<file path="config.mk">
export PLATFORM = sky130hd
export DESIGN_NAME = te_turbo_enc
export DESIGN_NICKNAME = d
export VERILOG_FILES = /design/src/rtl/te_pkg.sv /design/src/rtl/te_bit_ram.sv /design/src/rtl/te_qpp_addr.sv /design/src/rtl/te_rsc.sv /design/src/rtl/te_turbo_enc.sv
export SDC_FILE = /design/constraint.sdc
export NUM_CORES = 1
export LEC_CHECK = 0
export ABC_AREA = 1
export ABC_CLOCK_PERIOD_IN_PS = 2800
export BUFFER_PORTS_ARGS = -buffer_cell sky130_fd_sc_hd__buf_4
export CAP_MARGIN = 20
export CORE_MARGIN = 4
export CORE_UTILIZATION = 30
export CTS_BUF_LIST = sky130_fd_sc_hd__clkbuf_8
export CTS_CLUSTER_DIAMETER = 60
export DETAILED_ROUTE_END_ITERATION = 10
export REMOVE_ABC_BUFFERS = 1
export SLEW_MARGIN = 20
export SYNTH_ARGS = -nofsm -noshare
export SYNTH_HDL_FRONTEND = slang
export SYNTH_SLANG_ARGS = --single-unit
</file>
<file path="constraint.sdc">
create_clock -name clk -period 2.8 [get_ports clk]
set_input_delay 0.42 -clock clk [delete_from_list [all_inputs] [get_ports clk]]
set_output_delay 0.42 -clock clk [all_outputs]
set_load 0.02 [all_outputs]
</file>
<file path="src/rtl/te_pkg.sv">
package te_pkg;

  // Sequencer phases of the encoder
  typedef enum logic [1:0] {
    ST_FILL  = 2'd0,
    ST_RUN   = 2'd1,
    ST_TAIL1 = 2'd2,
    ST_TAIL2 = 2'd3
  } te_state_e;

endpackage

</file>
<file path="src/rtl/te_bit_ram.sv">
// Single-bit-wide simple dual-port storage with registered read, BRAM style.
module te_bit_ram #(
  parameter int DEPTH = 192,
  parameter int AW    = $clog2(DEPTH)
) (
  input  logic          clk,
  input  logic          we,
  input  logic [AW-1:0] waddr,
  input  logic          wdata,
  input  logic          re,
  input  logic [AW-1:0] raddr,
  output logic          rdata
);

  logic mem [DEPTH];

  always_ff @(posedge clk) begin
    if (we) mem[waddr] <= wdata;
    if (re) rdata <= mem[raddr];
  end

  p_waddr_range_r1: assert property (@(posedge clk) we |-> (waddr < AW'(DEPTH)))
    else $error("write address beyond block");

endmodule

</file>
<file path="src/rtl/te_qpp_addr.sv">
// Quadratic permutation address, produced by two running sums (no multiplier).
// pi(i+1) = pi(i) + g(i), g(i+1) = g(i) + 2*F2, all mod N.
module te_qpp_addr #(
  parameter int N  = 192,
  parameter int F1 = 23,
  parameter int F2 = 48,
  parameter int AW = $clog2(N)
) (
  input  logic          clk,
  input  logic          rst,
  input  logic          start,
  input  logic          adv,
  output logic [AW-1:0] addr
);

  localparam logic [AW-1:0] G_INIT = AW'((F1 + F2) % N);
  localparam logic [AW-1:0] G_STEP = AW'((2 * F2) % N);

  logic [AW-1:0] pi_q, g_q;

  function automatic logic [AW-1:0] add_mod(input logic [AW-1:0] a, input logic [AW-1:0] b);
    logic [AW:0] s;
    s = {1'b0, a} + {1'b0, b};
    if (s >= (AW+1)'(N)) s = s - (AW+1)'(N);
    return s[AW-1:0];
  endfunction

  always_ff @(posedge clk) begin
    if (rst || start) begin
      pi_q <= '0;
      g_q  <= G_INIT;
    end else if (adv) begin
      pi_q <= add_mod(pi_q, g_q);
      g_q  <= add_mod(g_q, G_STEP);
    end
  end

  assign addr = pi_q;

  p_addr_range_r6: assert property (@(posedge clk) disable iff (rst) adv |-> (pi_q < AW'(N)))
    else $error("interleaver address out of range");

endmodule

</file>
<file path="src/rtl/te_rsc.sv">
// Recursive systematic convolutional constituent encoder.
// Polynomial bit CONSTR_LEN-1 is the D^0 term; bit CONSTR_LEN-1-k is D^k.
module te_rsc #(
  parameter int CONSTR_LEN = 4,
  parameter logic [CONSTR_LEN-1:0] FB_POLY = 4'b1011,
  parameter logic [CONSTR_LEN-1:0] FF_POLY = 4'b1101,
  localparam int MEM = CONSTR_LEN - 1
) (
  input  logic           clk,
  input  logic           rst,
  input  logic           clr,
  input  logic           step,
  input  logic           tail,
  input  logic           din,
  output logic           par,
  output logic           u_used,
  output logic [MEM-1:0] st_o
);

  logic [MEM-1:0] st_q;
  logic           fb_sum, a;

  always_comb begin
    fb_sum = 1'b0;
    for (int k = 1; k <= MEM; k++) begin
      if (FB_POLY[MEM-k]) fb_sum = fb_sum ^ st_q[k-1];
    end
    u_used = tail ? fb_sum : din;
    a      = u_used ^ fb_sum;
    par    = FF_POLY[MEM] & a;
    for (int k = 1; k <= MEM; k++) begin
      if (FF_POLY[MEM-k]) par = par ^ st_q[k-1];
    end
  end

  always_ff @(posedge clk) begin
    if (rst || clr) st_q <= '0;
    else if (step)  st_q <= {st_q[MEM-2:0], a};
  end

  assign st_o = st_q;

endmodule

</file>
<file path="src/rtl/te_turbo_enc.sv">
module te_turbo_enc
  import te_pkg::*;
#(
  parameter int BLK_LEN    = 192,
  parameter int INTL_F1    = 23,
  parameter int INTL_F2    = 48,
  parameter int CONSTR_LEN = 4,
  parameter logic [CONSTR_LEN-1:0] FB_POLY = 4'b1011,
  parameter logic [CONSTR_LEN-1:0] FF_POLY = 4'b1101
) (
  input  logic clk,
  input  logic rst,
  input  logic in_valid,
  input  logic in_sob,
  input  logic in_bit,
  output logic in_ready,
  output logic out_valid,
  output logic out_sys,
  output logic out_par1,
  output logic out_par2
);

  localparam int AW    = $clog2(BLK_LEN);
  localparam int MEM   = CONSTR_LEN - 1;
  localparam int TW    = (MEM > 1) ? $clog2(MEM) : 1;
  localparam int TOTAL = BLK_LEN + 2 * MEM;
  localparam int CW    = $clog2(TOTAL + 1);
  localparam logic [AW-1:0] LAST_A = AW'(BLK_LEN - 1);
  localparam logic [TW-1:0] TLAST  = TW'(MEM - 1);

  te_state_e     state_q;
  logic [AW:0]   wr_cnt_q;
  logic [AW-1:0] rd_idx_q;
  logic          issued_all_q, rd_vld_q, rd_last_q;
  logic [TW-1:0] tcnt_q;

  logic          accept, wr_en, blk_full, rd_go;
  logic [AW-1:0] wr_addr, intl_addr;
  logic [AW-1:0] rd_addr [2];
  logic          rd_data [2];

  assign in_ready = (state_q == ST_FILL);
  assign accept   = in_valid && in_ready;
  assign wr_en    = accept && (in_sob || (wr_cnt_q != '0));
  assign wr_addr  = in_sob ? '0 : wr_cnt_q[AW-1:0];
  assign blk_full = wr_en && (wr_addr == LAST_A);
  assign rd_go    = (state_q == ST_RUN) && !issued_all_q;

  // Block store: one copy per read order so each gets its own read port
  assign rd_addr[0] = rd_idx_q;
  assign rd_addr[1] = intl_addr;

  for (genvar c = 0; c < 2; c++) begin : g_store
    te_bit_ram #(.DEPTH(BLK_LEN), .AW(AW)) u_ram (
      .clk  (clk),
      .we   (wr_en),
      .waddr(wr_addr),
      .wdata(in_bit),
      .re   (rd_go),
      .raddr(rd_addr[c]),
      .rdata(rd_data[c])
    );
  end

  te_qpp_addr #(.N(BLK_LEN), .F1(INTL_F1), .F2(INTL_F2), .AW(AW)) u_qpp (
    .clk  (clk),
    .rst  (rst),
    .start(blk_full),
    .adv  (rd_go),
    .addr (intl_addr)
  );

  // Sequencer
  always_ff @(posedge clk) begin
    if (rst) begin
      state_q      <= ST_FILL;
      wr_cnt_q     <= '0;
      rd_idx_q     <= '0;
      issued_all_q <= 1'b0;
      rd_vld_q     <= 1'b0;
      rd_last_q    <= 1'b0;
      tcnt_q       <= '0;
    end else begin
      rd_vld_q  <= rd_go;
      rd_last_q <= rd_go && (rd_idx_q == LAST_A);
      unique case (state_q)
        ST_FILL: begin
          if (wr_en) wr_cnt_q <= {1'b0, wr_addr} + 1'b1;
          if (blk_full) begin
            state_q      <= ST_RUN;
            wr_cnt_q     <= '0;
            rd_idx_q     <= '0;
            issued_all_q <= 1'b0;
          end
        end
        ST_RUN: begin
          if (rd_go) begin
            rd_idx_q <= rd_idx_q + 1'b1;
            if (rd_idx_q == LAST_A) issued_all_q <= 1'b1;
          end
          if (rd_vld_q && rd_last_q) begin
            state_q <= ST_TAIL1;
            tcnt_q  <= '0;
          end
        end
        ST_TAIL1: begin
          if (tcnt_q == TLAST) begin
            state_q <= ST_TAIL2;
            tcnt_q  <= '0;
          end else begin
            tcnt_q <= tcnt_q + 1'b1;
          end
        end
        ST_TAIL2: begin
          if (tcnt_q == TLAST) begin
            state_q <= ST_FILL;
            tcnt_q  <= '0;
          end else begin
            tcnt_q <= tcnt_q + 1'b1;
          end
        end
        default: state_q <= ST_FILL;
      endcase
    end
  end

  // Constituent encoders
  logic           step1, step2, tail1, tail2;
  logic           par1, par2, u1, u2;
  logic [MEM-1:0] st1, st2;

  assign tail1 = (state_q == ST_TAIL1);
  assign tail2 = (state_q == ST_TAIL2);
  assign step1 = rd_vld_q || tail1;
  assign step2 = rd_vld_q || tail2;

  te_rsc #(.CONSTR_LEN(CONSTR_LEN), .FB_POLY(FB_POLY), .FF_POLY(FF_POLY)) u_enc1 (
    .clk(clk), .rst(rst), .clr(blk_full), .step(step1), .tail(tail1),
    .din(rd_data[0]), .par(par1), .u_used(u1), .st_o(st1)
  );

  te_rsc #(.CONSTR_LEN(CONSTR_LEN), .FB_POLY(FB_POLY), .FF_POLY(FF_POLY)) u_enc2 (
    .clk(clk), .rst(rst), .clr(blk_full), .step(step2), .tail(tail2),
    .din(rd_data[1]), .par(par2), .u_used(u2), .st_o(st2)
  );

  // Registered output triple
  always_ff @(posedge clk) begin
    if (rst) begin
      out_valid <= 1'b0;
      out_sys   <= 1'b0;
      out_par1  <= 1'b0;
      out_par2  <= 1'b0;
    end else begin
      out_valid <= 1'b0;
      if (rd_vld_q) begin
        out_valid <= 1'b1;
        out_sys   <= rd_data[0];
        out_par1  <= par1;
        out_par2  <= par2;
      end else if (tail1) begin
        out_valid <= 1'b1;
        out_sys   <= u1;
        out_par1  <= par1;
        out_par2  <= 1'b0;
      end else if (tail2) begin
        out_valid <= 1'b1;
        out_sys   <= u2;
        out_par1  <= 1'b0;
        out_par2  <= par2;
      end
    end
  end

  // Assertion support: triples presented in the current block
  logic [CW-1:0] out_cnt_q;
  always_ff @(posedge clk) begin
    if (rst) out_cnt_q <= '0;
    else if (out_valid) out_cnt_q <= in_ready ? '0 : out_cnt_q + 1'b1;
  end

  p_ready_drop_r3: assert property (@(posedge clk) disable iff (rst)
    blk_full |=> !in_ready)
    else $error("ready still high after a full block");

  p_idle_after_last_r3: assert property (@(posedge clk) disable iff (rst)
    (out_valid && in_ready) |=> !out_valid)
    else $error("output continues after the last tail triple");

  p_contiguous_r4: assert property (@(posedge clk) disable iff (rst)
    (out_valid && !in_ready) |=> out_valid)
    else $error("gap inside an output block");

  p_block_len_r4: assert property (@(posedge clk) disable iff (rst)
    (out_valid && in_ready) |-> (out_cnt_q == CW'(TOTAL - 1)))
    else $error("wrong number of triples in a block");

  p_enc1_flushed_r7: assert property (@(posedge clk) disable iff (rst)
    (state_q == ST_TAIL2 && $past(state_q) == ST_TAIL1) |-> (st1 == '0))
    else $error("first encoder not at zero after its tail");

  p_enc2_flushed_r7: assert property (@(posedge clk) disable iff (rst)
    (state_q == ST_FILL && $past(state_q) == ST_TAIL2) |-> (st2 == '0))
    else $error("second encoder not at zero after its tail");

  p_no_accept_busy_r9: assert property (@(posedge clk) disable iff (rst)
    (state_q != ST_FILL) |-> !wr_en)
    else $error("storage written while encoding");

endmodule

</file>
==> results.ini <==
[timing]
tightest_slew_ps=924
fin_ws_ps=500
slew_violations=0
period_minus_slack_ps=2300
skew_ps=29.2
finalSetupViolations=0
fmax_mhz=435
hold_viol=0
relSlewSlack_pct=38.4
post-route-period-util_pct=82.1
rsz0062_at_grt=false

[synthesis]
ys_types=39
synth_flop_cell=edfxtp_1
synth_edf_count=194
netlist_area_um2=13500
syn_inst=1725
synth-seq-area-share_pct=49.9
ys_seq_elements=239
avgSynthCellArea_um2=7.82
async_reset_ff_share_pct=0
ys_warn_count=0

[clock_tree]
cts_buffers=45
htreeDepth=2
cts-hold-fix-buffers=0
clkSinkCount=239
cts_buffer_depth=3
post_cts_buffers=0
clkSlewWorstSetupHoldPaths_ps=60
cts_tree=done
clk_latency_ps=580
cts-resized-gates=0
cts-root-buf=clkbuf_8

[floorplan]
die-area_um2=48400
die_x_um=220
initial_core_util_pct=30.4
die_h_um=220
num_rows=77
core-area_um2=44300
ios=10

[power_and_ir_drop]
pwr-share-comb_pct=32.4
p_sw_mw=4.13
p_clk_share_pct=29.8
cellPowerDensity_nw_per_um2=716
vdd_drop_max_mv=0.492
power.leakage_nw=5.50
p_int_mw=6.66
p_sw_share_pct=38.3
seqPwrFrac_pct=37.9

[setup_path]
timing.critical_path.mode_cell=nand2_1
critical_path_class=flop to flop
cpMaxStageDelayCell=nor2_1
cp-end-kind=flop
critical-path-max-stage-delay_ps=440
worst-path-max-fanout=5
start_kind=flop
timing.reg2reg.setup_slack_ps=500
path_delay_family=simple AND/OR/NAND/NOR gates
worstPathBufferInverterCount=2
required_ps=3300
arrival_ps=2800
worstPathCellList=nor2_1, nand2_1, nand4_1, nand2_1, nand2_1, nand2_1, inv_1, ha_1, nand2_1, nor2_1, nand4_1, nand3_1, nand2_1, inv_1, nand2_1, a21oi_1

[cells_and_area]
finish.net_count=1738
diodes=0
post-route-util_pct=34.0
fillCellCount=4714
area_growth_pct=11.7
drive_above_1_share_pct=7.92
final-seq-area_um2=6740
multi_input_area_um2=5620
fin_cells=2346

[drt]
dr.pass1.iters=6
routed_wl_um=40900
via_per_inst=5.12
route.vias.total=12000
drtIter0Drc=1161
ant_nets=0
routedWlPerCell_um=17.4
drc=0

[min_path]
hold_path.class=primary input to flop

[global_route]
grt_use_total_pct=16.6
grt_pass1_vias=11500
grt_pass1_wl_um=62900
grt_overflow=0
busiest_layer=met2
grt.met2_usage_pct=27.2
grt_max_degree=96
antenna_found_initial=0
use_met3_pct=2.96
grt_use_met1_pct=22.0

[placement]
placed_cells=2262
gp_congestion=0.884
place_ws_ps=393
hpwl_um=25900
port_buffers=9

[job]
drv_cap=0

[run_status]
outcome=finished, final reports clean

-- cells by family after synthesis --
logic type               after synthesis  share of synthesized area [%]
flip-flops                           239                           49.9
XOR/XNOR                              20                           1.30
AND/OR/NAND/NOR                      881                           26.9
adder cells (fa/ha/maj)               16                           1.48
AO/OA/AOI/OAI                        281                           11.9
buffers and inverters                288                           8.53
-- worst paths after layout --
check,start,endpoint,depth (start not counted)
max,u_qpp.addr[0],u_qpp.addr[6],16
min,in_valid,wr_cnt_q[4],4
max reg2reg,u_qpp.addr[0],u_qpp.addr[6],16
min reg2reg,out_par1,out_par1,2
-- power by group through the flow --
stage	clock network, mW	logic (mW)	registers [mW]
2_1_floorplan	0	1.95	4.41
5_1_grt	3.45	3.82	4.10
4_1_cts	3.29	3.44	4.09
3_3_place_gp	0	3.34	4.15
3_5_place_dp	0	3.42	4.16
6_report	3.21	3.49	4.08
-- layout make-up --
class,instances,area share [%]
inverter,180,4.50
clock inverter,37,1.25
timing repair buffer,53,3.06
tap,592,4.92
clock buffer,47,4.29
multi-input combinational,1198,37.3
sequential,239,44.7
-- routing by layer --
metal,vias to the layer above,share of wire (%)
met4,0,3.0
met5,-,0
met1,5740,42
met3,96,8.3
li1,5705,-
met2,470,47
-- cells in the final DEF (no fill, tap or decap), types with 3 or more instances in the layout --
cell type,instances
nand2_1,375
nor2_1,292
edfxtp_1,194
inv_1,182
nand3_1,166
a21oi_1,114
o21ai_0,93
o211ai_1,57
buf_4,48
clkbuf_8,47
dfxtp_1,41
nor3_1,20
clkinv_1,19
xor2_1,17
ha_1,16
nand4_1,9
clkinv_2,8
nand2_2,7
buf_12,5
a22oi_1,4
nor2_2,3
inv_2,3
or2_2,3
o22ai_1,3
xnor2_1,3
o21a_1,3
-- worst reg2reg max path, stage by stage, from the launching register on --
cell,delay [ps]
dfxtp_4,360
nor2_1,440
nand2_1,220
nand4_1,160
nand2_1,60
nand2_1,50
nand2_1,70
inv_1,60
ha_1,130
nand2_1,60
nor2_1,90
nand4_1,140
nand3_1,120
nand2_1,60
inv_1,50
nand2_1,60
a21oi_1,120
-- state kept, by name, indices dropped and copies added, names as in the netlist, 2 cells and up --
signal               cells
rd_idx_q                 8
u_qpp.g_q                3
wr_cnt_q                 9
u_qpp.addr               8
tcnt_q                   2
state_q                  2
g_store.u_ram.mem      192
g_store.u_ram.rdata      2
u_enc2.st_o              3
u_enc1.st_o              3
-- stage by stage --
step           hold slack, ps  area, um2  total power [mW]  setup TNS [ps]
6_report                  152      15100              10.8               0
5_1_grt                   162      15100              11.4               0
4_1_cts                   128      15100              10.8               0
3_5_place_dp              461      14200              7.58               0
3_3_place_gp              458      14200              7.49               0
2_1_floorplan             444      13000              6.36          -35720
-- cells in the mapped netlist (4+ instances only) --
cell | n | area [um2]
a21oi_1 | 114 | 571
a22oi_1 | 4 | 30.0
buf_1 | 12 | 45.0
buf_2 | 39 | 195
clkbuf_1 | 54 | 203
dfxtp_1 | 45 | 901
edfxtp_1 | 194 | 5830
ha_1 | 16 | 200
inv_1 | 173 | 649
nand2_1 | 375 | 1410
nand2_2 | 7 | 43.8
nand3_1 | 166 | 831
nand4_1 | 9 | 56.3
nor2_1 | 292 | 1100
nor3_1 | 20 | 100
o211ai_1 | 57 | 428
o21ai_0 | 93 | 465
xor2_1 | 17 | 149
Note: power is estimated with default switching activity, not from simulation.
